--- src/rtl/dram_seq_pkg.sv ---
package dram_seq_pkg;

  // Timed phases; each selects one reload value for the shared phase timer.
  typedef enum logic [2:0] {
    PH_CSR,
    PH_RAS,
    PH_PRE,
    PH_RCD,
    PH_COL
  } phase_t;

  // Strobes from control to datapath, all active high.
  typedef struct packed {
    logic   ras;
    logic   cas;
    logic   we;
    logic   oe;
    logic   rowSel;
    logic   colSel;
    logic   load;
    phase_t phase;
    logic   refDone;
    logic   wakeInc;
    logic   wakeClr;
  } seqCmd_t;

  function automatic int unsigned maxOf(input int unsigned a, input int unsigned b);
    return (a > b) ? a : b;
  endfunction

endpackage

--- src/rtl/dram_seq_dp.sv ---
module dram_seq_dp
  import dram_seq_pkg::*;
#(
  parameter int unsigned ADDR_W      = 11,
  parameter int unsigned PAUSE_CYC   = 25000,
  parameter int unsigned RAS_CYC     = 15,
  parameter int unsigned CAS_CYC     = 4,
  parameter int unsigned RCD_CYC     = 5,
  parameter int unsigned RP_CYC      = 10,
  parameter int unsigned CP_CYC      = 3,
  parameter int unsigned CSR_CYC     = 2,
  parameter int unsigned REF_INT_CYC = 3900,
  parameter int unsigned TREF_CYC    = 16000000,
  parameter int unsigned WAKE_CYCLES = 8
) (
  input  logic              clk,
  input  logic              rst_n,
  input  seqCmd_t           cmd,
  input  logic [ADDR_W-1:0] hostRow,
  input  logic [ADDR_W-1:0] hostCol,
  output logic              timerZero,
  output logic              refPending,
  output logic              overdue,
  output logic              wakeDone,
  output logic              rasN,
  output logic              casN,
  output logic              weN,
  output logic              oeN,
  output logic [ADDR_W-1:0] dramAddr
);

  localparam int unsigned PRE_LEN = maxOf(RP_CYC, CP_CYC);
  localparam int unsigned COL_LEN = (RAS_CYC > RCD_CYC + CAS_CYC) ? RAS_CYC - RCD_CYC : CAS_CYC;
  localparam int unsigned TMR_MAX = maxOf(PAUSE_CYC, maxOf(maxOf(PRE_LEN, COL_LEN),
                                          maxOf(RAS_CYC, maxOf(RCD_CYC, CSR_CYC))));
  localparam int unsigned TMR_W  = $clog2(TMR_MAX + 1);
  localparam int unsigned REF_W  = $clog2(REF_INT_CYC + 1);
  localparam int unsigned AGE_W  = $clog2(TREF_CYC + 1);
  localparam int unsigned WAKE_W = $clog2(WAKE_CYCLES + 1);
  localparam int unsigned CPC_W  = $clog2(CP_CYC + 1);

  logic [TMR_W-1:0]  timer, loadVal;
  logic [REF_W-1:0]  refCnt;
  logic [AGE_W-1:0]  ageCnt;
  logic [WAKE_W-1:0] wakeCnt;

  // Reload value is the phase length minus one, so a phase lasts its full count.
  always_comb begin
    case (cmd.phase)
      PH_CSR:  loadVal = TMR_W'(CSR_CYC - 1);
      PH_RAS:  loadVal = TMR_W'(RAS_CYC - 1);
      PH_PRE:  loadVal = TMR_W'(PRE_LEN - 1);
      PH_RCD:  loadVal = TMR_W'(RCD_CYC - 1);
      PH_COL:  loadVal = TMR_W'(COL_LEN - 1);
      default: loadVal = '0;
    endcase
  end

  always_ff @(posedge clk or negedge rst_n) begin
    if (!rst_n)                 timer <= TMR_W'(PAUSE_CYC - 1);
    else if (cmd.load)          timer <= loadVal;
    else if (timer != '0)       timer <= timer - 1'b1;
  end
  assign timerZero = (timer == '0);

  // Refresh interval: request raised REF_INT_CYC cycles after the last refresh.
  always_ff @(posedge clk or negedge rst_n) begin
    if (!rst_n) begin
      refCnt     <= '0;
      refPending <= 1'b0;
    end else if (cmd.refDone) begin
      refCnt     <= '0;
      refPending <= 1'b0;
    end else if (refCnt == REF_W'(REF_INT_CYC - 1)) begin
      refPending <= 1'b1;
    end else begin
      refCnt <= refCnt + 1'b1;
    end
  end

  // Retention age: saturates at TREF_CYC, which flags an overrun.
  always_ff @(posedge clk or negedge rst_n) begin
    if (!rst_n)                          ageCnt <= '0;
    else if (cmd.refDone)                ageCnt <= '0;
    else if (ageCnt != AGE_W'(TREF_CYC)) ageCnt <= ageCnt + 1'b1;
  end
  assign overdue = (ageCnt == AGE_W'(TREF_CYC));

  always_ff @(posedge clk or negedge rst_n) begin
    if (!rst_n)           wakeCnt <= '0;
    else if (cmd.wakeClr) wakeCnt <= '0;
    else if (cmd.wakeInc) wakeCnt <= wakeCnt + 1'b1;
  end
  assign wakeDone = (wakeCnt == WAKE_W'(WAKE_CYCLES));

  // Registered pins: every strobe sees the same one-cycle lag.
  always_ff @(posedge clk or negedge rst_n) begin
    if (!rst_n) begin
      rasN     <= 1'b1;
      casN     <= 1'b1;
      weN      <= 1'b1;
      oeN      <= 1'b1;
      dramAddr <= '0;
    end else begin
      rasN     <= ~cmd.ras;
      casN     <= ~cmd.cas;
      weN      <= ~cmd.we;
      oeN      <= ~cmd.oe;
      dramAddr <= cmd.rowSel ? hostRow : (cmd.colSel ? hostCol : '0);
    end
  end

  // Column precharge tracker, used only by the checks below.
  logic [CPC_W-1:0] casHighCnt;
  always_ff @(posedge clk or negedge rst_n) begin
    if (!rst_n)                          casHighCnt <= '0;
    else if (!casN)                      casHighCnt <= '0;
    else if (casHighCnt != CPC_W'(CP_CYC)) casHighCnt <= casHighCnt + 1'b1;
  end

  a_r3_cbr_we_high: assert property (@(posedge clk) disable iff (!rst_n)
    (!casN && $fell(rasN)) |-> (weN && oeN));

  a_r3_cas_leads: assert property (@(posedge clk) disable iff (!rst_n)
    ($fell(rasN) && !casN) |-> $past(!casN));

  a_r4_cbr_no_addr: assert property (@(posedge clk) disable iff (!rst_n)
    (!casN && $fell(rasN)) |-> (dramAddr == '0));

  a_r6_cas_precharge: assert property (@(posedge clk) disable iff (!rst_n)
    $fell(casN) |-> (casHighCnt >= CPC_W'(CP_CYC)));

endmodule

--- src/rtl/dram_seq_ctrl.sv ---
module dram_seq_ctrl
  import dram_seq_pkg::*;
(
  input  logic    clk,
  input  logic    rst_n,
  input  logic    hostReq,
  input  logic    hostWe,
  input  logic    refHold,
  input  logic    timerZero,
  input  logic    refPending,
  input  logic    overdue,
  input  logic    wakeDone,
  output seqCmd_t cmd,
  output logic    ready,
  output logic    hostAck
);

  typedef enum logic [2:0] {
    S_PAUSE, S_CSR, S_RAS, S_CPRE, S_IDLE, S_ROW, S_COL, S_APRE
  } state_t;

  state_t state, nextState;
  logic   wakeMode, weLatch, accept;

  always_comb begin
    cmd       = '0;
    nextState = state;
    accept    = 1'b0;
    case (state)
      S_PAUSE: if (timerZero) begin
        nextState = S_CSR; cmd.load = 1'b1; cmd.phase = PH_CSR;
      end
      S_CSR: begin
        cmd.cas = 1'b1;
        if (timerZero) begin nextState = S_RAS; cmd.load = 1'b1; cmd.phase = PH_RAS; end
      end
      S_RAS: begin
        cmd.cas = 1'b1;
        cmd.ras = 1'b1;
        if (timerZero) begin
          nextState   = S_CPRE;
          cmd.load    = 1'b1;
          cmd.phase   = PH_PRE;
          cmd.refDone = 1'b1;
          cmd.wakeInc = wakeMode;
        end
      end
      S_CPRE: if (timerZero) nextState = S_IDLE;
      S_IDLE: begin
        if (wakeMode) begin
          if (!wakeDone) begin nextState = S_CSR; cmd.load = 1'b1; cmd.phase = PH_CSR; end
        end else if (overdue) begin
          cmd.wakeClr = 1'b1;
        end else if (refPending && !refHold) begin
          nextState = S_CSR; cmd.load = 1'b1; cmd.phase = PH_CSR;
        end else if (hostReq) begin
          nextState = S_ROW; cmd.load = 1'b1; cmd.phase = PH_RCD; accept = 1'b1;
        end
      end
      S_ROW: begin
        cmd.ras    = 1'b1;
        cmd.rowSel = 1'b1;
        cmd.we     = weLatch;
        if (timerZero) begin nextState = S_COL; cmd.load = 1'b1; cmd.phase = PH_COL; end
      end
      S_COL: begin
        cmd.ras    = 1'b1;
        cmd.cas    = 1'b1;
        cmd.colSel = 1'b1;
        cmd.we     = weLatch;
        cmd.oe     = ~weLatch;
        if (timerZero) begin nextState = S_APRE; cmd.load = 1'b1; cmd.phase = PH_PRE; end
      end
      S_APRE: if (timerZero) nextState = S_IDLE;
      default: nextState = S_IDLE;
    endcase
  end

  always_ff @(posedge clk or negedge rst_n) begin
    if (!rst_n) begin
      state    <= S_PAUSE;
      wakeMode <= 1'b1;
      ready    <= 1'b0;
      weLatch  <= 1'b0;
      hostAck  <= 1'b0;
    end else begin
      state   <= nextState;
      hostAck <= (state == S_COL) && timerZero;
      if (accept) weLatch <= hostWe;
      if (state == S_IDLE && wakeMode && wakeDone) begin
        wakeMode <= 1'b0;
        ready    <= 1'b1;
      end else if (cmd.wakeClr) begin
        wakeMode <= 1'b1;
        ready    <= 1'b0;
      end
    end
  end

  a_r2_ready_after_burst: assert property (@(posedge clk) disable iff (!rst_n)
    $rose(ready) |-> wakeDone);

  a_r9_access_needs_ready: assert property (@(posedge clk) disable iff (!rst_n)
    (state == S_ROW) |-> ready);

  a_r9_ack_while_ready: assert property (@(posedge clk) disable iff (!rst_n)
    hostAck |-> ready);

endmodule

--- src/rtl/dram_wake_refresh.sv ---
module dram_wake_refresh
  import dram_seq_pkg::*;
#(
  parameter int unsigned ADDR_W      = 11,
  parameter int unsigned PAUSE_CYC   = 25000,
  parameter int unsigned RAS_CYC     = 15,
  parameter int unsigned CAS_CYC     = 4,
  parameter int unsigned RCD_CYC     = 5,
  parameter int unsigned RP_CYC      = 10,
  parameter int unsigned CP_CYC      = 3,
  parameter int unsigned CSR_CYC     = 2,
  parameter int unsigned REF_INT_CYC = 3900,
  parameter int unsigned TREF_CYC    = 16000000,
  parameter int unsigned WAKE_CYCLES = 8
) (
  input  logic              clk,
  input  logic              rst_n,
  input  logic              hostReq,
  input  logic              hostWe,
  input  logic [ADDR_W-1:0] hostRow,
  input  logic [ADDR_W-1:0] hostCol,
  input  logic              refHold,
  output logic              hostAck,
  output logic              ready,
  output logic              rasN,
  output logic              casN,
  output logic              weN,
  output logic              oeN,
  output logic [ADDR_W-1:0] dramAddr
);

  seqCmd_t cmd;
  logic    timerZero, refPending, overdue, wakeDone;

  dram_seq_ctrl u_ctrl (
    .clk        (clk),
    .rst_n      (rst_n),
    .hostReq    (hostReq),
    .hostWe     (hostWe),
    .refHold    (refHold),
    .timerZero  (timerZero),
    .refPending (refPending),
    .overdue    (overdue),
    .wakeDone   (wakeDone),
    .cmd        (cmd),
    .ready      (ready),
    .hostAck    (hostAck)
  );

  dram_seq_dp #(
    .ADDR_W      (ADDR_W),
    .PAUSE_CYC   (PAUSE_CYC),
    .RAS_CYC     (RAS_CYC),
    .CAS_CYC     (CAS_CYC),
    .RCD_CYC     (RCD_CYC),
    .RP_CYC      (RP_CYC),
    .CP_CYC      (CP_CYC),
    .CSR_CYC     (CSR_CYC),
    .REF_INT_CYC (REF_INT_CYC),
    .TREF_CYC    (TREF_CYC),
    .WAKE_CYCLES (WAKE_CYCLES)
  ) u_dp (
    .clk        (clk),
    .rst_n      (rst_n),
    .cmd        (cmd),
    .hostRow    (hostRow),
    .hostCol    (hostCol),
    .timerZero  (timerZero),
    .refPending (refPending),
    .overdue    (overdue),
    .wakeDone   (wakeDone),
    .rasN       (rasN),
    .casN       (casN),
    .weN        (weN),
    .oeN        (oeN),
    .dramAddr   (dramAddr)
  );

endmodule

--- config.mk ---
export PLATFORM = sky130hd
export DESIGN_NAME = dram_wake_refresh
export DESIGN_NICKNAME = d
export VERILOG_FILES = /design/src/rtl/dram_seq_pkg.sv /design/src/rtl/dram_seq_dp.sv /design/src/rtl/dram_seq_ctrl.sv /design/src/rtl/dram_wake_refresh.sv
export SDC_FILE = /design/constraint.sdc
export NUM_CORES = 1
export LEC_CHECK = 0
export CELL_PAD_IN_SITES_DETAIL_PLACEMENT = 0
export CELL_PAD_IN_SITES_GLOBAL_PLACEMENT = 1
export CORE_MARGIN = 2
export CORE_UTILIZATION = 42
export DETAILED_ROUTE_END_ITERATION = 16
export DONT_BUFFER_PORTS = 1
export PLACE_DENSITY_LB_ADDON = 0.25
export SLEW_MARGIN = 20
export SYNTH_ARGS = -nofsm -noshare
export SYNTH_HDL_FRONTEND = slang
export SYNTH_SLANG_ARGS = --single-unit
--- constraint.sdc ---
create_clock -name clk -period 2.7 [get_ports clk]
set_clock_uncertainty 0.15 [all_clocks]
set_input_delay 0.81 -clock clk [delete_from_list [all_inputs] [get_ports clk]]
set_output_delay 0.81 -clock clk [all_outputs]
set_load 0.05 [all_outputs]
==> results by stage, run 1 <==
Synthesis:
- The compound-gate portion of the synthesized area is 5.95%.
- In the post-synthesis netlist, the biggest area contributors are sky130_fd_sc_hd__dfrtp_1, sky130_fd_sc_hd__nor2_1, sky130_fd_sc_hd__dfstp_2, sky130_fd_sc_hd__xnor2_1, sky130_fd_sc_hd__xor2_1.
- The gate count after technology mapping is 431.
- Synthesis instantiated 55 different standard cells from the library.
- The simple-gate share of the synthesized area is 27.3%.
- Among all flip-flop cells after synthesis, the most frequent one is sky130_fd_sc_hd__dfrtp_1.
- The most frequent cell after synthesis is sky130_fd_sc_hd__nor2_1.
- Sequential cells were found to cover 48.3% of the synthesized design area.
- The synthesis warning total is 0.
- The post-synthesis sequential element count is 78.
- The async set-or-reset flop fraction in the synthesized netlist is 100%.
- The main combinational cell family by area after synthesis is simple AND/OR/NAND/NOR gates.
- The post-synthesis adder-cell area fraction is 3.37%.
- The dominant cell type by area after synthesis is sky130_fd_sc_hd__dfrtp_1.
- The cell area that synthesis handed to floorplanning was 4080 µm².
- The XOR/XNOR share of the synthesized area is 10.3%.
- The synthesized netlist net count is 469.
- Counting instances in the post-synthesis netlist gives the leading cell types as sky130_fd_sc_hd__nor2_1, sky130_fd_sc_hd__dfrtp_1, sky130_fd_sc_hd__xnor2_1.
- The share of cell area taken by muxes after synthesis is 1.38%.
- Of the post-synthesis cell area, the dominant cell type holds 39.9%.
- A synthesized cell averages 9.46 µm².
- The number of synthesized flops with an enable pin is 0.

Pwr:
- The power density over cell area is 892 nW/µm².
- The maximum VDD drop is 0.000532 V.
- The design draws 4.05 mW.
- Summed over all cells, the static leakage comes to 1.93 nW.

Setup path:
- The arrival time reported for the critical path endpoint is 2.63 ns.
- In this design, the stage delay of the slowest critical-path cell is 0.60 ns.
- The worst register-to-register path has a setup slack of 0.17 ns.
- STA classifies the critical path endpoint as a flip-flop.
- The class of the most critical setup path is reg2reg.
- In this run the worst path has a maximum fanout of 5.
- Traced cell by cell, the critical path runs through inv_1 -> ha_1 -> or4b_2 -> or4_4 -> a21oi_4 -> nand2_2 -> mux2_4.
- The slowest stage of the critical path belongs to the cell sky130_fd_sc_hd__or4b_2.
- STA puts the critical path data required time at 2.80 ns.
- The startpoint class of the critical path is a flip-flop.

Clock network:
- The number of H-tree levels is 3.
- TritonCTS built the clock tree.
- The clock insertion delay at the later pin of the skew report is 0.35 ns.
- The setup fix buffers added after clock tree synthesis is 0.
- After clock tree synthesis, the clock-pin slew on the worst setup and hold paths is 0.09 ns.
- Buffers inserted during clock tree synthesis total 9.
- The deepest clock path buffer count is 2.
- The clock net in this run drives a total of 78 sinks.
- The tree is rooted in a sky130_fd_sc_hd__clkbuf_8.

Global route:
- The aggregate global routing overflow is 0.
- Global routing used 17.7% of the available tracks across all layers.
- The number of global-route vias before repair is 3011.
- The first-pass GRT wire length is 14400 µm.
- The maximum number of pins on one net before global-route repair is 66.
- The number of antenna violations at the first check in global routing came to 0.

Die:
- The number of top-level design ports is 44.
- The die covers 10500 µm².
- Measured along the y axis, the die boundary spans 103 µm.
- The cell row count is 35.
- The width of the die is 103 µm.
- Once the floorplan was initialized, standard cells occupied 43.7% of the core.
- The core box area is 9330 µm².

STA:
- The transition time of the tightest slew-check pin is 0.541 ns.
- Dividing the final minimum period by the clock period gives 93.9%.
- The count of endpoints failing hold in the final timing report is 0.
- The tightest hold path in the finished design has a slack of 0.143 ns.
- Counting I/O delays and the setup requirement, the final critical path takes 2.53 ns.
- The final number of setup-violating endpoints is 0.
- Timing would allow up to 395 MHz.
- Setup repair after global routing left no endpoint under its margin.
- The setup total negative slack is 0 ns.
- The number of pins exceeding their max-slew limit in the final report came to 0.
- Headroom to the max-slew limit came out at 63.6%.

Layout:
- The number of diodes added for antenna fixing is 0.
- Of the cells placed in the final design, the portion with a size suffix greater than 1 is 14.4%.
- The net count of the finished layout is 477.
- The area overhead of the layout relative to synthesis is 11.2%.

Drt:
- Summed over all layers, the routed wires come to 8410 µm.
- After detailed routing, the number of remaining DRC violations is 0.
- The first TritonRoute pass finished after 4 iterations.
- The final antenna-violating net count is 0.
- The via total after detailed routing is 2971.
- The DRC marker count from the first detailed-route iteration is 89.
- The mean routed wirelength per cell is 14.7 µm.
- The via density per instance is 5.18.

Placement:
- Buffers placed on the I/O ports in this run total 0.
- The congestion estimate from routability-driven global placement came to 0.766.
- The sum of net half-perimeters after detailed placement is 5590 µm.

Outcome:
- The run finished with clean final reports.

Flow run:
- Across the run, the number of max-cap violations was 0.

Worst hold path:
- The path class of the lowest-slack min-delay path is in2async.
area by class of cell:
| type | count | area (µm²) |
|---|---|---|
| clock buffers | 9 | 124 |
| clock inverters | 7 | 103 |
| fillers | 896 | 4790 |
| inverters | 16 | 60.1 |
| multi-input cells | 320 | 1980 |
| flip-flops and latches | 78 | 1970 |
| well taps | 129 | 161 |
| repair buffers | 14 | 138 |
per-stage QoR:
stage          utilization, %  worst slack (ns)  instance area, µm²  cells
2_1_floorplan               -             0.138                4080    431
3_3_place_gp             45.8             0.165                4270    556
3_5_place_dp             45.8            0.0824                4270    556
4_1_cts                  48.5            0.0647                4530    573
5_1_grt                  48.6            0.0474                4540    573
6_report                 48.6             0.166                4540    573
state kept, by name, indices dropped and copies added (netlist names):
signal	count
u_dp.refCnt	12
u_dp.refPending	1
u_dp.oeN	1
u_ctrl.wakeMode	1
u_ctrl.ready	1
u_dp.timer	15
u_dp.dramAddr	11
u_dp.ageCnt	24
u_dp.casN	1
u_ctrl.hostAck	1
u_dp.wakeCnt	4
u_ctrl.state	3
u_dp.weN	1
u_ctrl.weLatch	1
u_dp.rasN	1
placed cells by master (no fill, tap or decap), types with 4 or more instances in the layout:
cell type                  instances
sky130_fd_sc_hd__nand2b_1          4
sky130_fd_sc_hd__nand4_1          10
sky130_fd_sc_hd__dfrtp_1          65
sky130_fd_sc_hd__nor3_1           11
sky130_fd_sc_hd__buf_4            12
sky130_fd_sc_hd__nor2_1           92
sky130_fd_sc_hd__dfstp_2          13
sky130_fd_sc_hd__nand3b_1          4
sky130_fd_sc_hd__clkbuf_8          9
sky130_fd_sc_hd__xnor2_1          28
sky130_fd_sc_hd__xor2_1           20
sky130_fd_sc_hd__nor4_1           12
sky130_fd_sc_hd__nand3_1          22
sky130_fd_sc_hd__a21oi_1          20
sky130_fd_sc_hd__inv_1            16
sky130_fd_sc_hd__or4_1             5
sky130_fd_sc_hd__or4b_2            5
sky130_fd_sc_hd__ha_1             11
sky130_fd_sc_hd__nand2_1          27
cell families after synthesis:
logic type,Yosys count
compound gates,37
xor+xnor,48
fa+ha+maj,11
buf+inv,33
flops,78
mux,5
simple gates,219
power by group:
group,switching (mW),internal [mW],total [mW]
clock,0.466,0.532,0.998
combinational,0.641,0.480,1.12
sequential,0.481,1.45,1.93
what timing repair did:
item                                    4_1_cts  5_1_grt
hold buffers                                  1        0
hold endpoints to repair                     65        0
resized for setup                             0        2
endpoints found under the setup margin        0        6
critical path: cells and delay by family, from the launching register on:
kind                     cells  cell delay [ns]
AO/OA/AOI/OAI                1             0.19
adder cells (fa/ha/maj)      1             0.13
buffers and inverters        1             0.08
flip-flops                   1             0.40
multiplexers                 1             0.30
AND/OR/NAND/NOR              3             1.19
routing by layer:
metal | part of all wire [%] | global-route usage [%]
met4 | 1.5 | 6.67
met3 | 4.6 | 4.61
met1 | 50 | 24.5
met5 | 0 | 0
met2 | 44 | 26.9
final timing paths:
path,from,depth (start not counted),end
worst max register to register,u_dp.timer[0]$_DFFE_PN1P_,7,u_ctrl.state[1]$_DFFE_PN0P_
min in group clk,u_dp.refPending$_DFFE_PN0P_,2,u_dp.refPending$_DFFE_PN0P_
max in group asynchronous,rst_n,1,u_dp.timer[11]$_DFFE_PN0P_
worst max-delay path,u_dp.timer[0]$_DFFE_PN1P_,7,u_ctrl.state[1]$_DFFE_PN0P_
worst min-delay path,rst_n,0,u_ctrl.wakeMode$_DFFE_PN1P_
worst min register to register,u_dp.refPending$_DFFE_PN0P_,2,u_dp.refPending$_DFFE_PN0P_
(Power assumes the default switching activity.)
==> run 2, diff against run 1 <==
Settings changed: CORE_ASPECT_RATIO set to 0.8.
Clock period 2.7 ns to 2.5 ns, I/O delays scaled along.
==> run 2 against run 1 <==
  * Total power up 19%
  * Sequential cell count unchanged
  * Sequential share of layout area decreased by 1.8 points
  * Utilization rose by 1.0 points
  * Via count grew 2.6%
  * Combinational power up 20%
  * Global-route usage increased by 0.72 points
  * Hold slack worse by 0.035 ns
  * Clock-buffer cell count rose by 2
  * Routed wire length is 5.5% higher
  * Clock power rose by 42%
  * Largest power group unchanged
  * Sequential power rose by 7%
  * Highest routed layer unchanged
==> results by stage, run 2 (synthesis results as in run 1) <==
Layout:
- The register ranked first by flip-flop count is u_dp.ageCnt.
- The area overhead of the layout relative to synthesis is 16.0%.
- Leaving out filler cells and counting taps, the final layout contains 576.
- The number of diodes added for antenna fixing is 0.
- Leaving out fill and tap cells, the most frequent cell in the layout is sky130_fd_sc_hd__nor2_1.
- The register with the most flip-flops in the layout has 24 of them.
- The proportion of layout cells with a drive suffix above 1 is 17.7%.
- In the final layout, the registers with the most flip-flops are u_dp.ageCnt (24), u_dp.timer (15), u_dp.refCnt (12).
- The library cells used most frequently in the layout, excluding fill and tap cells, are sky130_fd_sc_hd__nor2_1, sky130_fd_sc_hd__dfrtp_1, sky130_fd_sc_hd__xnor2_1, sky130_fd_sc_hd__nand2_1, sky130_fd_sc_hd__buf_4.
- The final-layout fill cell count is 884.
- The multi-input combinational cells in the finished layout cover a total of 2000 µm².
- The final-stage net count is 490.
- The area taken by flip-flops and latches is 1970 µm².

Setup path:
- Measured in cells, the most critical reg-to-reg path has a length of 5.
- For the worst setup path, the data arrival time is 2.51 ns.
- The critical path goes through or4_4 -> or4_4 -> a21oi_4 -> nand2_2 -> mux2_4.
- Along the worst path, the maximum fanout reaches 7.
- The startpoint class of the critical path is a flip-flop.
- The class of the most critical setup path is reg2reg.
- The endpoint identified for the worst register-to-register timing path is u_ctrl.state[1]$_DFFE_PN0P_.
- The most prevalent standard cell on the critical path is sky130_fd_sc_hd__or4_4.
- Counting both buffers and inverters, the worst setup path holds a total of 0.
- The reg2reg setup slack is 0.06 ns.
- Data on the critical path is required at its endpoint by 2.57 ns.
- In this design, the largest share of critical-path delay is due to simple AND/OR/NAND/NOR gates.
- The startpoint of the worst register-to-register path is u_dp.timer[6]$_DFFE_PN0P_.
- STA classifies the critical path endpoint as a flip-flop.
- For this run, the slowest stage of the critical path takes 0.64 ns.
- For this design, the slowest cell found on the critical path is sky130_fd_sc_hd__or4_4.

Pwr:
- The analysis attributes to cell leakage a power of 2.05 nW.
- IR analysis of the VDD net gives a maximum drop of 0.000705 V.
- Power spread over the standard cell area amounts to 1020 nW/µm².

Global route:
- The maximum number of pins on one net before global-route repair is 66.
- The number of antenna violations at the first check in global routing is 0.
- The first global-routing pass estimated 15200 µm of wire.
- For this run the aggregate overflow at the end of global routing stands at 0.
- The number of global-route vias before repair is 3035.
- In the global route stage, overall resource usage came out at 18.4%.

STA:
- The number of pins exceeding their max-slew limit in the final report is 0.
- The final period utilization is 97.5%.
- The fmax is 410 MHz.
- After layout, the worst setup slack is 0.0616 ns.
- At the pin with the least slew margin, the transition time is 0.567 ns.
- The count of endpoints failing hold in the final timing report was 0.
- The worst pin sits at a relative slew slack of 61.8%.
- The clock period minus final worst setup slack is 2.44 ns.
- The final number of setup-violating endpoints is 0.
- Setup repair after global routing could not meet its margin everywhere.
- The setup total negative slack is 0 ns.

Die:
- The initial utilization of the core area, before any placement, comes to 42.8%.
- The cell row count is 32.
- The core box area is 9530 µm².
- The overall die area is 10500 µm².
- The number of top-level design ports is 44.
- The width of the die is 114 µm.
- The vertical die dimension is 92.1 µm.

Clock network:
- The number of clock buffers inserted by TritonCTS is 9.
- For the worst-skew pair, the clock arrives at the later sink with an insertion delay of 0.34 ns.
- The number of H-tree levels is 3.
- The tree built by TritonCTS fans out to 78 sinks.
- The longest clock path from root to sink contains 2 buffers.
- The clock transition at the registers of the reported paths is 0.06 ns.
- In this run the clock root is driven by a sky130_fd_sc_hd__clkbuf_16.
- TritonCTS built the clock tree.

Placement:
- After detailed placement, the design holds a cell count of 559.
- The final weighted congestion in routability-driven placement is 0.782.
- In this run the tool buffered the top-level ports with 0 buffer cells.
- The worst setup timing slack at the placement stage is 0.0358 ns.
- The sum of net half-perimeters after detailed placement is 5910 µm.

Outcome:
- The flow ran to the end, and the final reports show no timing, DRC or antenna violations.

Drt:
- The DRC marker count from the first detailed-route iteration is 142.
- For this run, design rule violations remaining after detail routing come to 0.
- The via total after detailed routing is 3048.
- Wires add up to 8870 µm.
- The final antenna-violating net count is 0.
- The via density per instance is 5.29.
- In the final routed layout, each cell accounts on average for 15.4 µm.
- The detailed-router iteration count before antenna repair is 4.

Flow run:
- The tool flagged a number of max-cap violations equal to 0.

Worst hold path:
- In this run the worst hold path is classified as in2async.
## run 2: cell count changes in the layout (fill, tap and decap cells not counted), moves of 2 or more
cell                        change
sky130_fd_sc_hd__buf_4         +13
sky130_fd_sc_hd__or4_4          +2
sky130_fd_sc_hd__clkbuf_8       -8
sky130_fd_sc_hd__inv_6          -2
sky130_fd_sc_hd__clkbuf_16      +9
sky130_fd_sc_hd__or4_1          -2
sky130_fd_sc_hd__inv_2          +2
sky130_fd_sc_hd__inv_1          -2
## run 2: stage by stage
| step | util [%] | instance area, µm² | hold slack, ns | total power, mW |
|---|---|---|---|---|
| final | 49.7 | 4730 | 0.108 | 4.84 |
| after global routing | 49.7 | 4730 | 0.0885 | 5.13 |
| after CTS | 49.4 | 4710 | 0.0894 | 4.86 |
| after detailed placement | 45.8 | 4360 | 0.309 | 3.37 |
| after global placement | 45.8 | 4360 | 0.292 | 3.34 |
| after floorplan | - | 4080 | 0.277 | 3.00 |
## run 2: worst max path at each step
stage,startpoint,endpoint,slack [ns],cells past startpoint
after floorplan,u_dp.timer[4]$_DFFE_PN0P_,u_ctrl.state[1]$_DFFE_PN0P_,-0.007,7
after global placement,u_dp.timer[5]$_DFFE_PN1P_,u_ctrl.state[1]$_DFFE_PN0P_,0.07,5
after CTS,u_dp.timer[5]$_DFFE_PN1P_,u_ctrl.state[1]$_DFFE_PN0P_,0.03,5
after detailed placement,u_dp.timer[5]$_DFFE_PN1P_,u_ctrl.state[1]$_DFFE_PN0P_,0.04,5
after global routing,u_dp.timer[0]$_DFFE_PN1P_,u_ctrl.state[1]$_DFFE_PN0P_,-0.008,7
final,u_dp.timer[6]$_DFFE_PN0P_,u_ctrl.state[1]$_DFFE_PN0P_,0.06,5
## run 2: metal layers
layer | GRT usage, % | vias up | share of wire, %
met2 | 25.8 | 54 | 42
met3 | 6.54 | 10 | 5.6
met1 | 26.6 | 1463 | 51
met5 | 0 | - | 0
li1 | - | 1521 | -
met4 | 5.69 | 0 | 1.3
## run 2: power by group
| part | switching [mW] | internal, mW | total, mW |
|---|---|---|---|
| combinational | 0.747 | 0.590 | 1.34 |
| clock | 0.521 | 0.904 | 1.42 |
| sequential | 0.508 | 1.57 | 2.07 |
| total | 1.78 | 3.06 | 4.84 |
## run 2: repair_timing
action / 4_1_cts / 5_1_grt
resized for setup: 0 / 7
buffers inserted: 0 / 0
hold buffers: 1 / 0
endpoints found under the setup margin: 0 / 10
hold endpoints to repair: 65 / 0
## run 2: final cells by class
class,count,share of cell area (%)
inverters,16,1.27
clock buffers,11,5.13
multi-input cells,320,42.2
flip-flops and latches,78,41.6
well taps,119,3.15
clock inverters,5,1.72
repair buffers,27,4.97
==> run 3, diff against run 2 <==
Settings changed: CORE_UTILIZATION 42 to 49, SKIP_CTS_REPAIR_TIMING set to 1.
==> run 3 against run 2 <==
  * Non-clock buffer count down 1
  * Clock power shrank 36%
  * Routed wire length decreased by 3.4%
  * Largest power group unchanged
  * Sequential share of layout area rose by 1.5 points
==> results by stage, run 3 (synthesis results as in run 1) <==
Setup path:
- The worst setup path is launched from a flip-flop.
- The worst reg2reg path depth is 5.
- In this run the critical register-to-register path is captured at u_ctrl.state[1]$_DFFE_PN0P_.
- In this run the register-to-register setup slack is 0.09 ns.
- For the worst setup path, the data required time is 2.60 ns.
- The arrival time reported for the critical path endpoint is 2.52 ns.
- The maximum fanout count along the critical path is 7.
- STA classifies the critical path endpoint as a flip-flop.
- The worst setup path is of the reg2reg kind.
- The startpoint of the worst register-to-register path is u_dp.timer[5]$_DFFE_PN1P_.

Layout:
- Leaving out fill and tap cells, the most frequent cell in the layout is sky130_fd_sc_hd__nor2_1.
- The register with the most flip-flops in the layout has 24 of them.
- In the final design database the tool counted 489 nets.
- The final design area excluding fillers is 4570 µm².
- Measured on the finished design, the core utilization comes to 56.9%.
- Of the cells placed in the final design, the portion with a size suffix greater than 1 is 16.7%.
- The final-layout fill cell count is 721.
- After the flow finishes, the layout carries non-filler instances totaling 564.
- The area of the multi-input gates is 1990 µm².
- The top cell types in the final layout, fill and taps aside, are sky130_fd_sc_hd__nor2_1, sky130_fd_sc_hd__dfrtp_1, sky130_fd_sc_hd__xnor2_1, sky130_fd_sc_hd__nand2_1, sky130_fd_sc_hd__buf_4.
- Registers take 1970 µm².
- The number of diodes added for antenna fixing is 0.
- The largest registers in the layout are u_dp.ageCnt (24), u_dp.timer (15), u_dp.refCnt (12).
- Ranked by flip-flop count, first place goes to u_dp.ageCnt.
- The area overhead of the layout relative to synthesis is 11.9%.

STA:
- The transition time of the tightest slew-check pin is 0.504 ns.
- The worst hold slack is 0.0803 ns.
- In the final timing run, aggregate negative setup slack is 0 ns.
- The number of pins exceeding their max-slew limit in the final report is 0.
- The final period utilization is 96.5%.
- The count of endpoints failing hold in the final timing report is 0.
- The final worst slack is 0.0863 ns.
- The clock period minus final worst setup slack is 2.41 ns.
- Measured against its own limit, the worst slew margin works out to 66.1%.
- Timing would allow up to 414 MHz.
- Setup violations remaining at the end of the flow were counted as 0.

Die:
- The vertical die dimension is 85.6 µm.
- The width of the die is 106 µm.
- The overall die area is 9070 µm².
- The effective utilization at floorplan is 50.9%.
- The total area inside the core boundary comes to 8020 µm².
- 44 I/O pins were placed.
- The cell row count is 29.

Drt:
- In the routed layout, each cell is associated on average with a via count of 5.43.
- The routed design has 8570 µm of wire.
- The final antenna-violating net count is 0.
- The mean routed wirelength per cell is 15.2 µm.
- The first TritonRoute pass finished after 5 iterations.
- After the first detailed-routing iteration, the DRC count stood at 152.
- The post-route DRC violation count is 0.
- The routed layout has 3061 vias.

Global route:
- Global routing used 20.6% of the available tracks across all layers.
- The maximum number of pins on one net before global-route repair is 79.
- The first global-routing pass estimated 14700 µm of wire.
- The number of global-route vias before repair was 3035.
- The aggregate global routing overflow is 0.
- The number of antenna violations at the first check in global routing is 0.

Placement:
- The final weighted congestion in routability-driven placement is 0.824.
- In this run the cell area measured after placement is 4340 µm².
- The sum of net half-perimeters after detailed placement is 5700 µm.
- The worst setup timing slack at the placement stage is 0.0500 ns.
- The number of buffers added on ports is 0.
- The number of cells after detailed placement is 547.

Flow run:
- Across the run, the number of max-cap violations was 0.

Clock network:
- The clock tree from TritonCTS is done.
- The deepest clock path buffer count is 2.
- The number of H-tree levels is 3.
- At the later pin of the worst-skew pair, clock insertion delay measures 0.36 ns.
- TritonCTS created 9 clock buffers.
- The tree built by TritonCTS fans out to 78 sinks.
- Clock tree synthesis selected as its root buffer the cell sky130_fd_sc_hd__clkbuf_8.
- Clock-pin slew was measured on the worst setup and hold paths at 0.08 ns.

Pwr:
- In this run the static leakage power is 1.98 nW.
- The power density over cell area is 942 nW/µm².
- The maximum VDD drop is 0.000626 V.
- The total power after layout is 4.30 mW.

Outcome:
- The run finished with clean final reports.

Worst hold path:
- The path class of the lowest-slack min-delay path is in2async.
==> run 3: power breakdown <==
group,internal [mW],leakage [nW],total (mW),switching [mW]
combinational,0.579,0.885,1.32,0.741
clock,0.459,0.0904,0.912,0.453
sequential,1.56,1.00,2.07,0.505
==> run 3: metal layers <==
metal	wire length (µm)	track usage (%)	vias up
met2	3580	27.6	85
li1	-	-	1517
met5	0	0	-
met1	4340	31.3	1449
met3	547	7.22	10
met4	96	5.86	0
==> run 3: cell type report <==
cell class,count,share of cell area (%)
Multi-Input combinational cell,320,43.6
Timing Repair Buffer,26,4.99
Clock inverter,4,1.04
Sequential cell,78,43.1
Clock buffer,12,2.96
Tap cell,108,2.96
Inverter,16,1.32
==> run 3: worst max path at each step <==
stage,slack [ns],end,from
4_1_cts,0.03,u_dp.timer[3]$_DFFE_PN0P_,u_dp.ageCnt[0]$_DFFE_PN0P_
3_5_place_dp,0.05,u_dp.timer[3]$_DFFE_PN0P_,u_dp.ageCnt[0]$_DFFE_PN0P_
5_1_grt,-0.007,u_dp.timer[3]$_DFFE_PN0P_,u_dp.ageCnt[15]$_DFFE_PN0P_
6_report,0.09,u_ctrl.state[1]$_DFFE_PN0P_,u_dp.timer[5]$_DFFE_PN1P_
2_1_floorplan,-0.007,u_ctrl.state[1]$_DFFE_PN0P_,u_dp.timer[4]$_DFFE_PN0P_
3_3_place_gp,0.09,u_ctrl.state[1]$_DFFE_PN0P_,u_dp.timer[5]$_DFFE_PN1P_
==> run 3: critical path, cell delays in order (launching register included) <==
cell                      delay [ns]
sky130_fd_sc_hd__dfstp_2        0.39
sky130_fd_sc_hd__or4_4          0.54
sky130_fd_sc_hd__or4_4          0.64
sky130_fd_sc_hd__a21oi_4        0.20
sky130_fd_sc_hd__nand2_2        0.08
sky130_fd_sc_hd__mux2_4         0.30
